==> src/rtl/backoff_pkg.sv <==
// Package: shared types for the exponential backoff retry controller.
// Assumes: nothing beyond IEEE 1800-2017.
package backoff_pkg;

    // Controller state: idle, armed (sequence running), or waiting in one of two styles.
    typedef enum logic [1:0] {
        BK_IDLE  = 2'd0,
        BK_ARMED = 2'd1,
        BK_SPIN  = 2'd2,
        BK_PAUSE = 2'd3
    } bk_state_t;

    // Wait style encoding on the mode input.
    typedef enum logic {
        WAIT_SPIN  = 1'b0,
        WAIT_PAUSE = 1'b1
    } wait_mode_t;

endpackage

==> src/rtl/backoff_count_reg.sv <==
// Module: backoff_count_reg
// Holds the backoff count. A load sets the count to 1. An advance doubles
// the count unless it already exceeds LIMIT, in which case it holds.
// Assumes: load and advance never arrive together (the FSM guarantees it),
// and CNT_W can hold 2*LIMIT.
module backoff_count_reg #(
    parameter int LIMIT = 4096,
    parameter int CNT_W = 14
) (
    input  logic             clk,
    input  logic             rst_n,
    input  logic             load_one_i,
    input  logic             advance_i,
    output logic [CNT_W-1:0] count_o
);
    localparam logic [CNT_W-1:0] LIMIT_V = CNT_W'(LIMIT);
    localparam logic [CNT_W-1:0] ONE_V   = CNT_W'(1);

    logic [CNT_W-1:0] count_q;
    logic             above_ceiling;

    // Ceiling test: doubling stops only once the count is strictly above the limit.
    always_comb begin
        above_ceiling = (count_q > LIMIT_V);
    end

    // Count register: reload on start, conditional doubling after a wait.
    always_ff @(posedge clk) begin
        if (!rst_n) begin
            count_q <= ONE_V;
        end else if (load_one_i) begin
            count_q <= ONE_V;
        end else if (advance_i && !above_ceiling) begin
            count_q <= count_q << 1;
        end
    end

    assign count_o = count_q;

endmodule

==> src/rtl/backoff_spin_timer.sv <==
// Module: backoff_spin_timer
// Runs a loop of spin units. Each unit is SPIN_LEN cycles, counted by an
// internal down-counter, and the number of units is given at arm time.
// done_o is high in the last cycle of the last unit.
// Assumes: iters_i is non-zero when arm_i is high, SPIN_LEN >= 2, and
// arm_i is not raised while the timer is running.
module backoff_spin_timer #(
    parameter int CNT_W    = 14,
    parameter int SPIN_LEN = 128
) (
    input  logic             clk,
    input  logic             rst_n,
    input  logic             arm_i,
    input  logic [CNT_W-1:0] iters_i,
    output logic             done_o
);
    localparam int              UNIT_W   = (SPIN_LEN > 1) ? $clog2(SPIN_LEN) : 1;
    localparam logic [UNIT_W-1:0] UNIT_TOP = UNIT_W'(SPIN_LEN - 1);

    logic              running_q;
    logic [UNIT_W-1:0] unit_q;
    logic [CNT_W-1:0]  iter_q;
    logic              unit_end;
    logic              last_unit;

    // Decode the end of the current unit and whether it is the final one.
    always_comb begin
        unit_end  = (unit_q == '0);
        last_unit = (iter_q == '0);
    end

    // Spin unit and iteration down-counters.
    always_ff @(posedge clk) begin
        if (!rst_n) begin
            running_q <= 1'b0;
            unit_q    <= '0;
            iter_q    <= '0;
        end else if (arm_i) begin
            running_q <= 1'b1;
            unit_q    <= UNIT_TOP;
            iter_q    <= iters_i - CNT_W'(1);
        end else if (running_q) begin
            if (unit_end) begin
                if (last_unit) begin
                    running_q <= 1'b0;
                end else begin
                    iter_q <= iter_q - CNT_W'(1);
                    unit_q <= UNIT_TOP;
                end
            end else begin
                unit_q <= unit_q - UNIT_W'(1);
            end
        end
    end

    assign done_o = running_q && unit_end && last_unit;

endmodule

==> src/rtl/backoff_fsm.sv <==
// Module: backoff_fsm
// Sequences one atomic retry sequence. It reloads the count on start, picks
// the wait style when a failure arrives, issues the pause request, raises
// the retry pulse and advances the count when a wait ends.
// Assumes: the inputs are single-cycle pulses, synchronous to clk.
module backoff_fsm
    import backoff_pkg::*;
#(
    parameter int CNT_W          = 14,
    parameter int PAUSE_W        = 21,
    parameter int PAUSE_SHIFT    = 7,
    parameter bit ENABLE_BACKOFF = 1'b1
) (
    input  logic               clk,
    input  logic               rst_n,
    input  logic               start_i,
    input  logic               fail_i,
    input  logic               success_i,
    input  logic               mode_i,
    input  logic               pause_done_i,
    input  logic               spin_done_i,
    input  logic [CNT_W-1:0]   count_i,
    output bk_state_t          state_o,
    output logic               load_one_o,
    output logic               advance_o,
    output logic               spin_arm_o,
    output logic               retry_o,
    output logic               pause_valid_o,
    output logic [PAUSE_W-1:0] pause_cycles_o
);
    bk_state_t          state_q, state_d;
    logic               retry_q, retry_d;
    logic               pause_valid_q;
    logic               issue_pause;
    logic [PAUSE_W-1:0] pause_cycles_q;
    logic               pause_end;

    // A pause ends on the done pulse, never in the cycle of the request itself.
    always_comb begin
        pause_end = pause_done_i && !pause_valid_q;
    end

    // Next-state and control decode.
    always_comb begin
        state_d     = state_q;
        load_one_o  = 1'b0;
        advance_o   = 1'b0;
        spin_arm_o  = 1'b0;
        issue_pause = 1'b0;
        retry_d     = 1'b0;
        unique case (state_q)
            BK_IDLE: begin
                if (start_i) begin
                    state_d    = BK_ARMED;
                    load_one_o = 1'b1;
                end
            end
            BK_ARMED: begin
                if (start_i) begin
                    load_one_o = 1'b1;
                end else if (success_i) begin
                    state_d = BK_IDLE;
                end else if (fail_i) begin
                    if (!ENABLE_BACKOFF) begin
                        retry_d = 1'b1;
                    end else if (wait_mode_t'(mode_i) == WAIT_PAUSE) begin
                        state_d     = BK_PAUSE;
                        issue_pause = 1'b1;
                    end else begin
                        state_d    = BK_SPIN;
                        spin_arm_o = 1'b1;
                    end
                end
            end
            BK_SPIN: begin
                if (spin_done_i) begin
                    state_d   = BK_ARMED;
                    retry_d   = 1'b1;
                    advance_o = 1'b1;
                end
            end
            BK_PAUSE: begin
                if (pause_end) begin
                    state_d   = BK_ARMED;
                    retry_d   = 1'b1;
                    advance_o = 1'b1;
                end
            end
            default: state_d = BK_IDLE;
        endcase
    end

    // State and registered pulse outputs.
    always_ff @(posedge clk) begin
        if (!rst_n) begin
            state_q       <= BK_IDLE;
            retry_q       <= 1'b0;
            pause_valid_q <= 1'b0;
        end else begin
            state_q       <= state_d;
            retry_q       <= retry_d;
            pause_valid_q <= issue_pause;
        end
    end

    // Pause amount: the whole wait in one request, count scaled by the shift.
    always_ff @(posedge clk) begin
        if (!rst_n) begin
            pause_cycles_q <= '0;
        end else if (issue_pause) begin
            pause_cycles_q <= PAUSE_W'(count_i) << PAUSE_SHIFT;
        end
    end

    assign state_o        = state_q;
    assign retry_o        = retry_q;
    assign pause_valid_o  = pause_valid_q;
    assign pause_cycles_o = pause_cycles_q;

endmodule

==> src/rtl/backoff_retry_ctrl.sv <==
// Module: backoff_retry_ctrl (top)
// Exponential backoff retry controller for a requester of contended atomic
// operations. It ties together the count register, the sequencing FSM and,
// when backoff is enabled, the spin timer.
// Assumes: inputs are synchronous single-cycle pulses; LIMIT >= 1;
// SPIN_LEN >= 2; PAUSE_SHIFT >= 1.
module backoff_retry_ctrl
    import backoff_pkg::*;
#(
    parameter int LIMIT          = 4096,
    parameter int SPIN_LEN       = 128,
    parameter int PAUSE_SHIFT    = 7,
    parameter bit ENABLE_BACKOFF = 1'b1,
    localparam int CNT_W         = $clog2(LIMIT) + 2,
    localparam int PAUSE_W       = CNT_W + PAUSE_SHIFT
) (
    input  logic               clk,
    input  logic               rst_n,
    input  logic               op_start_i,
    input  logic               op_fail_i,
    input  logic               op_success_i,
    input  logic               wait_mode_i,
    input  logic               pause_done_i,
    output logic               retry_ready_o,
    output logic               pause_req_valid_o,
    output logic [PAUSE_W-1:0] pause_req_cycles_o
);
    bk_state_t        cur_state;
    logic [CNT_W-1:0] cur_count;
    logic             load_one;
    logic             advance;
    logic             spin_arm;
    logic             spin_done;

    backoff_count_reg #(
        .LIMIT (LIMIT),
        .CNT_W (CNT_W)
    ) u_count (
        .clk        (clk),
        .rst_n      (rst_n),
        .load_one_i (load_one),
        .advance_i  (advance),
        .count_o    (cur_count)
    );

    backoff_fsm #(
        .CNT_W          (CNT_W),
        .PAUSE_W        (PAUSE_W),
        .PAUSE_SHIFT    (PAUSE_SHIFT),
        .ENABLE_BACKOFF (ENABLE_BACKOFF)
    ) u_fsm (
        .clk            (clk),
        .rst_n          (rst_n),
        .start_i        (op_start_i),
        .fail_i         (op_fail_i),
        .success_i      (op_success_i),
        .mode_i         (wait_mode_i),
        .pause_done_i   (pause_done_i),
        .spin_done_i    (spin_done),
        .count_i        (cur_count),
        .state_o        (cur_state),
        .load_one_o     (load_one),
        .advance_o      (advance),
        .spin_arm_o     (spin_arm),
        .retry_o        (retry_ready_o),
        .pause_valid_o  (pause_req_valid_o),
        .pause_cycles_o (pause_req_cycles_o)
    );

    // The spin timer exists only when backoff is enabled.
    generate
        if (ENABLE_BACKOFF) begin : g_spin
            backoff_spin_timer #(
                .CNT_W    (CNT_W),
                .SPIN_LEN (SPIN_LEN)
            ) u_spin (
                .clk     (clk),
                .rst_n   (rst_n),
                .arm_i   (spin_arm),
                .iters_i (cur_count),
                .done_o  (spin_done)
            );
        end else begin : g_nospin
            logic unused_spin_arm;
            assign unused_spin_arm = spin_arm;
            assign spin_done       = 1'b0;
        end
    endgenerate

endmodule

==> config.mk <==
export PLATFORM = sky130hd
export DESIGN_NAME = backoff_retry_ctrl
export DESIGN_NICKNAME = d
export VERILOG_FILES = /design/src/rtl/backoff_pkg.sv /design/src/rtl/backoff_count_reg.sv /design/src/rtl/backoff_spin_timer.sv /design/src/rtl/backoff_fsm.sv /design/src/rtl/backoff_retry_ctrl.sv
export SDC_FILE = /design/constraint.sdc
export NUM_CORES = 1
export LEC_CHECK = 0
export BUFFER_PORTS_ARGS = -buffer_cell sky130_fd_sc_hd__buf_2
export CAP_MARGIN = 20
export CORE_MARGIN = 5
export CORE_UTILIZATION = 38
export CTS_CLUSTER_DIAMETER = 120
export DETAILED_ROUTE_END_ITERATION = 8
export PLACE_DENSITY = 0.56
export SETUP_SLACK_MARGIN = 0.5
export SLEW_MARGIN = 10
export SYNTH_ARGS = -nofsm -noshare
export SYNTH_HDL_FRONTEND = slang
export SYNTH_SLANG_ARGS = --single-unit
==> constraint.sdc <==
create_clock -name clk -period 5.55 [get_ports clk]
set_input_delay 0.8325 -clock clk [delete_from_list [all_inputs] [get_ports clk]]
set_output_delay 0.8325 -clock clk [all_outputs]
set_load 0.02 [all_outputs]
# Word level (Yosys, flattened, before mapping)
# Index checks and enable logic that the tools add are counted.
# op_classes
muxes	35
magnitude_cmp	1
addsub	3
n_bitwise	1
n_reduce_logical	16
eq_ne	10
# op_table
cell	n
14-bit two-way mux	4
7-bit two-way mux	4
14-bit by 1-bit subtractor with 14-bit output, second input constant	2
1-bit two-way mux	19
14-bit by 13-bit > comparator with 1-bit output, second input constant	1
14-bit logical NOT	1
2-bit two-way mux	6
2-bit one-hot mux with 4 select lines	1
7-bit logical NOT	1
7-bit by 1-bit subtractor with 7-bit output, second input constant	1
2-bit by 1-bit != test with 1-bit output, second input constant	3
5-bit AND reduction	1
2-bit == test, second input constant	2
1-bit logical AND	4
2-bit != test, second input constant	2
2-bit nonzero test	2
2-bit OR reduction	2
3-bit by 2-bit != test with 1-bit output, second input constant	1
3-bit != test, second input constant	1
3-bit AND reduction	1
2-bit by 1-bit == test with 1-bit output, second input constant	1
1-bit logical NOT	2
2-bit logical NOT	1
1-bit one-hot mux with 2 select lines	1
other kinds (2)	2
# totals
ff_bits	54
wordCells	74
output_inout_bits	23

# Longest topological paths before layout
# Gate-level depths: netlist of run 1.
# depth
depth_word	7
ltp_mapped	12
depth_no_buf	10

# Cells and area by module
# A second synthesis of run 1 with hierarchy kept.
# hier_totals
cells_unflattened	369
area_unflattened_um2	2934.1
# by_module_without_submodules
module	instances	cells_per_inst	seq_area_each_um2	area_each_um2
backoff_spin_timer	1	203	440.4	1497.7
backoff_fsm	1	92	360.3	813.3
backoff_count_reg	1	74	280.3	623.1

# Worst setup path after synthesis of run 1
# OpenSTA, ideal clock, no wires.
# synth_timing
kind	input to register
start	in op_success_i
end	reg g_spin.u_spin.iter_q[10]
setup_time_ns	0.132
n_path_buf	2
arrival_time_ns	3.030
cell_stages	11
setup_slack_ns	2.388
path_cell_list	nor4b_2 -> nand2_1 -> clkbuf_1 -> mux2i_1 -> ha_1 -> buf_2 -> inv_1 -> or4_1 -> xnor2_1 -> o21ai_0 -> a21oi_1
# synth_between
elab_chain_len	5
elab_cells_between_ends	8
classes_between	eq/ne: 1; mux: 4; reduce/logical: 3
# synth_rtl
element	line_no	rtl
from (decl)	backoff_retry_ctrl.sv:21	input logic op_success_i,
1-bit two-way mux (*)	backoff_fsm.sv:61	end else if (success_i) begin
1-bit two-way mux (*)	backoff_fsm.sv:59	if (start_i) begin
1-bit two-way mux (*)	backoff_fsm.sv:51	unique case (state_q)
2-bit by 1-bit != test with 1-bit output (no line) / 2-bit nonzero test (equally long branches)	--	
3-bit AND reduction (no line)	--	
to (signal assigned)	backoff_spin_timer.sv:41	iter_q <= iters_i - CNT_W'(1);
to (signal assigned)	backoff_spin_timer.sv:47	iter_q <= iter_q - CNT_W'(1);
to (decl)	backoff_spin_timer.sv:22	logic [CNT_W-1:0] iter_q;
# Every way passes the cells marked *; elsewhere a longest branch is shown, timed or not.
# A chain may end at the register's enable or synchronous reset.

# Final worst setup path of run 1
# Ends and elaborated chain as after synthesis.

==> flow_summary.toml, run 1 <==
[run_status]
status = "finished, final reports clean"

[grt]
grt_pass1_wl_um = 10960
antenna_found_initial = 0
grt_overflow = 0
grtUsageTotal_pct = 15.08
grt_max_degree = 43
grt_pass1_vias = 2171

[clock_network]
post-cts-setup-buffers = 0
clk_path_buf_depth = 2
h-tree-depth = 2
root_buffer = "clkbuf_8"
cts_resized = 0
hold_buffers = 0
numCtsBuffers = 5
clock_latency_ps = 310
clk_pin_slew_ps = 100
cts_sinks = 54
cts_tree = "done"

[detailed_routing]
drt_iter0_markers = 173
via_count = 2319
route.detailed.drc = 0
wl_um = 6484
via_per_inst = 5.247
ant_nets = 0
wire_per_inst_um = 14.67
first_pass_iters = 4

[setup_path]
worstSetupStartpoint = "op_success_i"
cp-endpoint = "g_spin.u_spin.iter_q[10]"
cp-start-kind = "input pin"
r2r_slack_ps = 2100
r2r_end = "g_spin.u_spin.iter_q[10]"
rr_startpoint = "u_fsm.state_o[1]"
cp-end-kind = "flip-flop"
cp_max_fo = 27
critPathKind = "in -> reg"
required_ps = 5710
cp.arrival_ps = 3790
rr_worst_depth = 9

[synth]
yosysTopAreaCell = "dfxtp_1"
ys_warn_count = 0
ys_ff_latch = 54
synth_ff_type = "dfxtp_1"
netlist_area_um2 = 2823
synth_edf_count = 0
synthCells = 330
yosysSeqAreaShare_pct = 38.30
async_reset_ff_share_pct = 0
ys_types = 50
synth_top_area_share_pct = 38.30
syn_area_per_cell_um2 = 8.554
synth_area_leaders = "dfxtp_1, nand2_1, a21boi_0"

[timing]
timing.fmax_mhz = 275.6
rsz0062_at_grt = "no"
timing.final.crit_share_pct = 65.37
setup_tns_ps = 0
clock_skew_ps = 6.320
worst_slew_pin_slew_ps = 920.0
hold_violations = 0
maxSlewViolCount = 0
max_slew_margin_pct = 38.33
finalSetupViolCount = 0
final.min_clock_period_ps = 3628

[floorplanning]
io_pins = 30
core_area_um2 = 7253
die_w_um = 96.19
start_util_pct = 38.92
rows = 31
die_height_um = 96.19
die_area_um2 = 9252

[finish]
syn_to_final_growth_pct = 7.934
final_nets = 352
drive_gt1_share_pct = 11.95
fin_cells = 442
diodes = 0

[place]
dp_hpwl_um = 4622
dp_cells = 434
io_buffers = 22
gp_congestion = 0.8228

[power]
report.power.total_w = 0.0007205
p_leak_nw = 1.154
power_density_nw_per_um2 = 236.5
max-vdd-ir-drop_uv = 101.8

[run]
cap_viol_max_count = 0

[hold_path]
hp-class = "reg -> reg"
[cells in the mapped netlist (all sizes together) (4+ instances only)]
master / number
buf: 14
dfxtp: 54
nand2: 47
mux2i: 13
nand3: 7
nand4: 7
xor2: 12
o211a: 4
o21ai: 18
clkbuf: 10
a21boi: 23
nor4: 9
nor2: 24
a21oi: 16
nor3: 8
xnor2: 10
inv: 9
[worst min path at each step]
| stage | from | endpoint | slack, ps | depth (start not counted) |
|---|---|---|---|---|
| 2_1_floorplan | u_count.count_o[13] | u_fsm.pause_cycles_o[20] | 450 | 2 |
| 3_3_place_gp | u_fsm.pause_cycles_o[11] | u_fsm.pause_cycles_o[11] | 450 | 2 |
| 6_report | u_fsm.pause_cycles_o[10] | u_fsm.pause_cycles_o[10] | 470 | 2 |
| 4_1_cts | u_fsm.pause_cycles_o[10] | u_fsm.pause_cycles_o[10] | 470 | 2 |
| 3_5_place_dp | u_fsm.pause_cycles_o[17] | u_fsm.pause_cycles_o[17] | 460 | 2 |
| 5_1_grt | u_fsm.pause_cycles_o[17] | u_fsm.pause_cycles_o[17] | 490 | 2 |
[final cells by class]
| type | instances | area (um2) |
|---|---|---|
| multi-input cells | 249 | 1584 |
| repair buffers | 23 | 117.6 |
| well taps | 99 | 123.9 |
| inverters | 9 | 33.78 |
| fillers | 737 | 4207 |
| clock inverters | 1 | 30.03 |
| flip-flops and latches | 54 | 1081 |
| clock buffers | 7 | 76.32 |
[where the power goes]
part | internal [W] | switching [W] | total (W)
Combinational | 0.0000229 | 0.0000399 | 0.0000628
Clock | 0.000135 | 0.000127 | 0.000262
Sequential | 0.000391 | 0.00000454 | 0.000395
[per-stage QoR]
step	setup WS (ps)	cell area, um2	util (%)	hold WS (ps)
6_report	1922	3047	42.00	469.2
5_1_grt	1619	3047	42.00	490.1
4_1_cts	1918	3047	42.00	473.2
3_5_place_dp	1619	2940	40.54	458.7
3_3_place_gp	1694	2940	40.54	452.9
2_1_floorplan	2389	2845	-	453.8
[registers in the layout, indices dropped and copies added, names as in the netlist]
name,cells
u_fsm.state_o,2
u_fsm.pause_valid_o,1
g_spin.u_spin.running_q,1
u_count.count_o,14
u_fsm.retry_o,1
u_fsm.pause_cycles_o,14
g_spin.u_spin.iter_q,14
g_spin.u_spin.unit_q,7
[cells by family (layout without fill, tap and decap cells)]
logic type | Yosys count | in the layout | synth area share (%)
buffers and inverters | 33 | 40 | 6.383
multiplexers | 13 | 13 | 4.610
other | 1 | 7 | 0.1329
AND/OR/NAND/NOR | 124 | 124 | 23.45
flip-flops | 54 | 54 | 38.30
AO/OA/AOI/OAI | 80 | 80 | 18.97
adder cells (fa/ha/maj) | 3 | 3 | 1.330
XOR/XNOR | 22 | 22 | 6.826
[worst max-delay path, cell delays in order]
cell and delay, ps:
buf_2 120, nor4b_2 430, nand2_1 590, a21oi_1 390
ha_1 380, inv_1 150, or4_1 540, xnor2_1 140
o21ai_0 150, a21oi_1 70
[cell usage in the layout (no fill, tap or decap), drive strengths merged, types with 10 or more instances in the layout]
cell type | netlist | final
a21oi | 16 | 16
a21boi | 23 | 23
dfxtp | 54 | 54
nand2 | 47 | 47
mux2i | 13 | 13
nor2 | 24 | 24
xnor2 | 10 | 10
buf | 14 | 23
xor2 | 12 | 12
o21ai | 18 | 18
[metal layers]
| metal | vias up | GRT usage (%) | share of wire, % |
|---|---|---|---|
| li1 | 1174 | - | - |
| met1 | 1089 | 20.63 | 50 |
| met2 | 46 | 23.40 | 46 |
| met3 | 10 | 2.815 | 2.8 |
| met4 | 0 | 5.687 | 1.8 |
| met5 | - | 0 | 0 |
Power figures use the tool's default switching activity.
==> run 2, diff against run 1 <==
--- a/config.mk
+++ b/config.mk
@@ -5,13 +5,14 @@
 export SDC_FILE = /design/constraint.sdc
 export NUM_CORES = 1
 export LEC_CHECK = 0
+export ABC_AREA = 1
 export BUFFER_PORTS_ARGS = -buffer_cell sky130_fd_sc_hd__buf_2
 export CAP_MARGIN = 20
 export CORE_MARGIN = 5
 export CORE_UTILIZATION = 38
 export CTS_CLUSTER_DIAMETER = 120
 export DETAILED_ROUTE_END_ITERATION = 8
-export PLACE_DENSITY = 0.56
+export PLACE_DENSITY = 0.55
 export SETUP_SLACK_MARGIN = 0.5
 export SLEW_MARGIN = 10
 export SYNTH_ARGS = -nofsm -noshare
==> constraint.sdc (replaced) <==
create_clock -name clk -period 3.6 [get_ports clk]
set_input_delay 0.54 -clock clk [delete_from_list [all_inputs] [get_ports clk]]
set_output_delay 0.54 -clock clk [all_outputs]
set_load 0.02 [all_outputs]
==> run 2 against run 1 <==
Compared with the run above: sequential cell count is the same; utilization grew 0.19 points; critical path depth grew 5; clock skew grew 1.1 ps; register-to-register slack lost 760 ps; total power grew 83%; non-clock buffer count grew 1; clock power grew 61%; first-iteration DRC count shrank 52%; routed wire length grew 3.6%; sequential share of layout area shrank 2.3 points; count of clock-buffer cells in the layout shrank 1; critical endpoint unchanged; largest power group unchanged.
==> flow_summary.toml, run 2 <==
[setup_path]
required_ps = 3800
r2r_end = "g_spin.u_spin.iter_q[12]"
r2r_slack_ps = 1340
cp_slowest_cell = "nand3_2"
rr_startpoint = "u_fsm.state_o[0]"
crit_chain = "buf_2 > nor2_2 > buf_4 > nand3_2 > nand2_1 > nand2_1 > ha_1 > inv_1 > nor2_2 > nand3_1 > nor2_2 > nand2_1 > nand2_1 > nor2_1 > nor2_1"
cp-start-kind = "input pin"
cp-end-kind = "flip-flop"
worstSetupStartpoint = "wait_mode_i"
rr_worst_depth = 14
crit_path_max_incr_delay_ps = 390
cp.arrival_ps = 2470
critPathKind = "in -> reg"
cp_max_fo = 21
crit_path_frequent_cell = "nand2_1"

[timing]
maxSlewViolCount = 0
fin_ws_ps = 1329
timing.final.crit_share_pct = 63.08
finalSetupViolCount = 0
worst_slew_pin_slew_ps = 588.1
hold_violations = 0
final.min_clock_period_ps = 2271
rsz0062_at_grt = "no"
timing.fmax_mhz = 440.4
setup_tns_ps = 0
clock_skew_ps = 7.411
max_slew_margin_pct = 60.80

[finish]
final_nets = 461
drive_gt1_share_pct = 16.41
layout_commonest_cell = "nand2_1"
syn_to_final_growth_pct = 7.909
layout_common_cells = "nand2_1, inv_1, dfxtp_1"
diodes = 0

[synth]
yosysTopAreaCell = "dfxtp_1"
synth_area_leaders = "dfxtp_1, nand2_1, inv_1"
async_reset_ff_share_pct = 0
netlist_area_um2 = 3022
synthCells = 435
syn_area_per_cell_um2 = 6.946
synth_edf_count = 0
synth_common_cells = "nand2_1, dfxtp_1, inv_1"
ys_warn_count = 0
ys_types = 38
synth_ff_type = "dfxtp_1"
ys_ff_latch = 54
synth_top_area_share_pct = 35.78
yosysMostFrequentCell = "nand2_1"
yosysSeqAreaShare_pct = 35.78

[detailed_routing]
wl_um = 6715
first_pass_iters = 4
route.detailed.drc = 0
wire_per_inst_um = 12.14
via_per_inst = 4.711
ant_nets = 0
via_count = 2605
drt_iter0_markers = 83

[hold_path]
min_to = "g_spin.u_spin.unit_q[6]"
hold_depth = 2
hp-class = "reg -> reg"
hold_start = "g_spin.u_spin.unit_q[6]"

[floorplanning]
io_pins = 30
start_util_pct = 39.10
die_w_um = 99.17
die_area_um2 = 9835
rows = 32
core_area_um2 = 7727
die_height_um = 99.17

[place]
dp_hpwl_um = 4898
io_buffers = 22
gp_congestion = 0.8566
place_worst_setup_slack_ps = 996.1

[clock_network]
cts_tree = "done"
h-tree-depth = 2
cts_resized = 0
hold_buffers = 0
root_buffer = "clkbuf_8"
post-cts-setup-buffers = 0
cts_sinks = 54
clk_path_buf_depth = 2
clk_pin_slew_ps = 100
numCtsBuffers = 5
clock_latency_ps = 300

[run_status]
status = "finished, final reports clean"

[grt]
grt_max_degree = 33
grtUsageTotal_pct = 14.11
grt_overflow = 0
grt_pass1_vias = 2512
grt_pass1_wl_um = 11710
antenna_found_initial = 0

[power]
power_density_nw_per_um2 = 404.0
power.internal_w = 0.0009285
sw_frac_of_total_pct = 29.52
power.switching_w = 0.0003889
p_clk_share_pct = 32.1
p_leak_nw = 1.570
comb_power_share_pct = 20.1
max-vdd-ir-drop_uv = 164.6
seq_power_share_pct = 47.8

[run]
cap_viol_max_count = 0
-- run 2: cell types whose count changed after synthesis, sizes merged, moves of 5 or more --
| cell | change |
|---|---|
| o21ai | +29 |
| xor2 | -9 |
| xnor2 | -10 |
| nor4 | -8 |
| nor2 | +40 |
| nand2 | +39 |
| clkbuf | -7 |
| inv | +54 |
| nand3 | +34 |
| a21oi | +11 |
| nor3 | -5 |
| a21boi | -22 |
| mux2i | -13 |
-- run 2: cell families after synthesis --
kind of cell / after synthesis / synth area share [%]
buffers and inverters: 85 / 12.88
other: 1 / 0.1241
AND/OR/NAND/NOR: 204 / 33.71
AO/OA/AOI/OAI: 85 / 15.40
flip-flops: 54 / 35.78
adder cells (fa/ha/maj): 3 / 1.242
XOR/XNOR: 3 / 0.8697
-- run 2: how the worst max path moves through the flow --
stage | endpoint | slack [ps] | cells after the start
after floorplan | g_spin.u_spin.iter_q[12] | 1650 | 15
after global placement | g_spin.u_spin.iter_q[10] | 1040 | 15
after detailed placement | g_spin.u_spin.iter_q[10] | 1000 | 15
after CTS | g_spin.u_spin.iter_q[10] | 1340 | 15
after global routing | g_spin.u_spin.iter_q[12] | 1050 | 14
final | g_spin.u_spin.iter_q[10] | 1330 | 15
-- run 2: critical path: cells and delay by family --
kind	cells	cell delay, ps
buf+inv	3	380
simple gates	11	1310
fa+ha+maj	1	220
-- run 2: per-stage QoR --
step           utilization [%]  hold slack, ps  power (W)  instances  area, um2
6_report                 42.20           467.2   0.001317        553       3261
4_1_cts                  42.20           469.6   0.001338        553       3261
3_3_place_gp             40.74           454.6  0.0009086        546       3148
3_5_place_dp             40.74           455.2  0.0009090        546       3148
5_1_grt                  42.20           494.9   0.001401        553       3261
2_1_floorplan                -           442.4  0.0008676        441       3044
-- run 2: power groups by stage --
stage	combinational, W	clock [W]	sequential [W]
floorplan	0.000222	0	0.000645
global placement	0.000265	0	0.000643
detailed placement	0.000266	0	0.000643
CTS	0.000267	0.000442	0.000629
global route	0.000305	0.000464	0.000632
finish	0.000265	0.000423	0.000629
-- run 2: area by class of cell --
| class | instances | area [um2] |
|---|---|---|
| timing repair buffer | 24 | 125.1 |
| multi-input combinational | 302 | 1574 |
| tap | 102 | 127.6 |
| inverter | 64 | 240.2 |
| clock buffer | 6 | 82.58 |
| fill | 820 | 4467 |
| clock inverter | 1 | 30.03 |
| sequential | 54 | 1081 |
-- run 2: metal layers --
layer | track usage (%) | share of wire, % | up-vias
met3 | 2.805 | 3.3 | 4
met2 | 22.37 | 44 | 40
met5 | 0 | 0 | -
met4 | 3.887 | 0.82 | 0
met1 | 19.54 | 52 | 1150
li1 | - | - | 1411
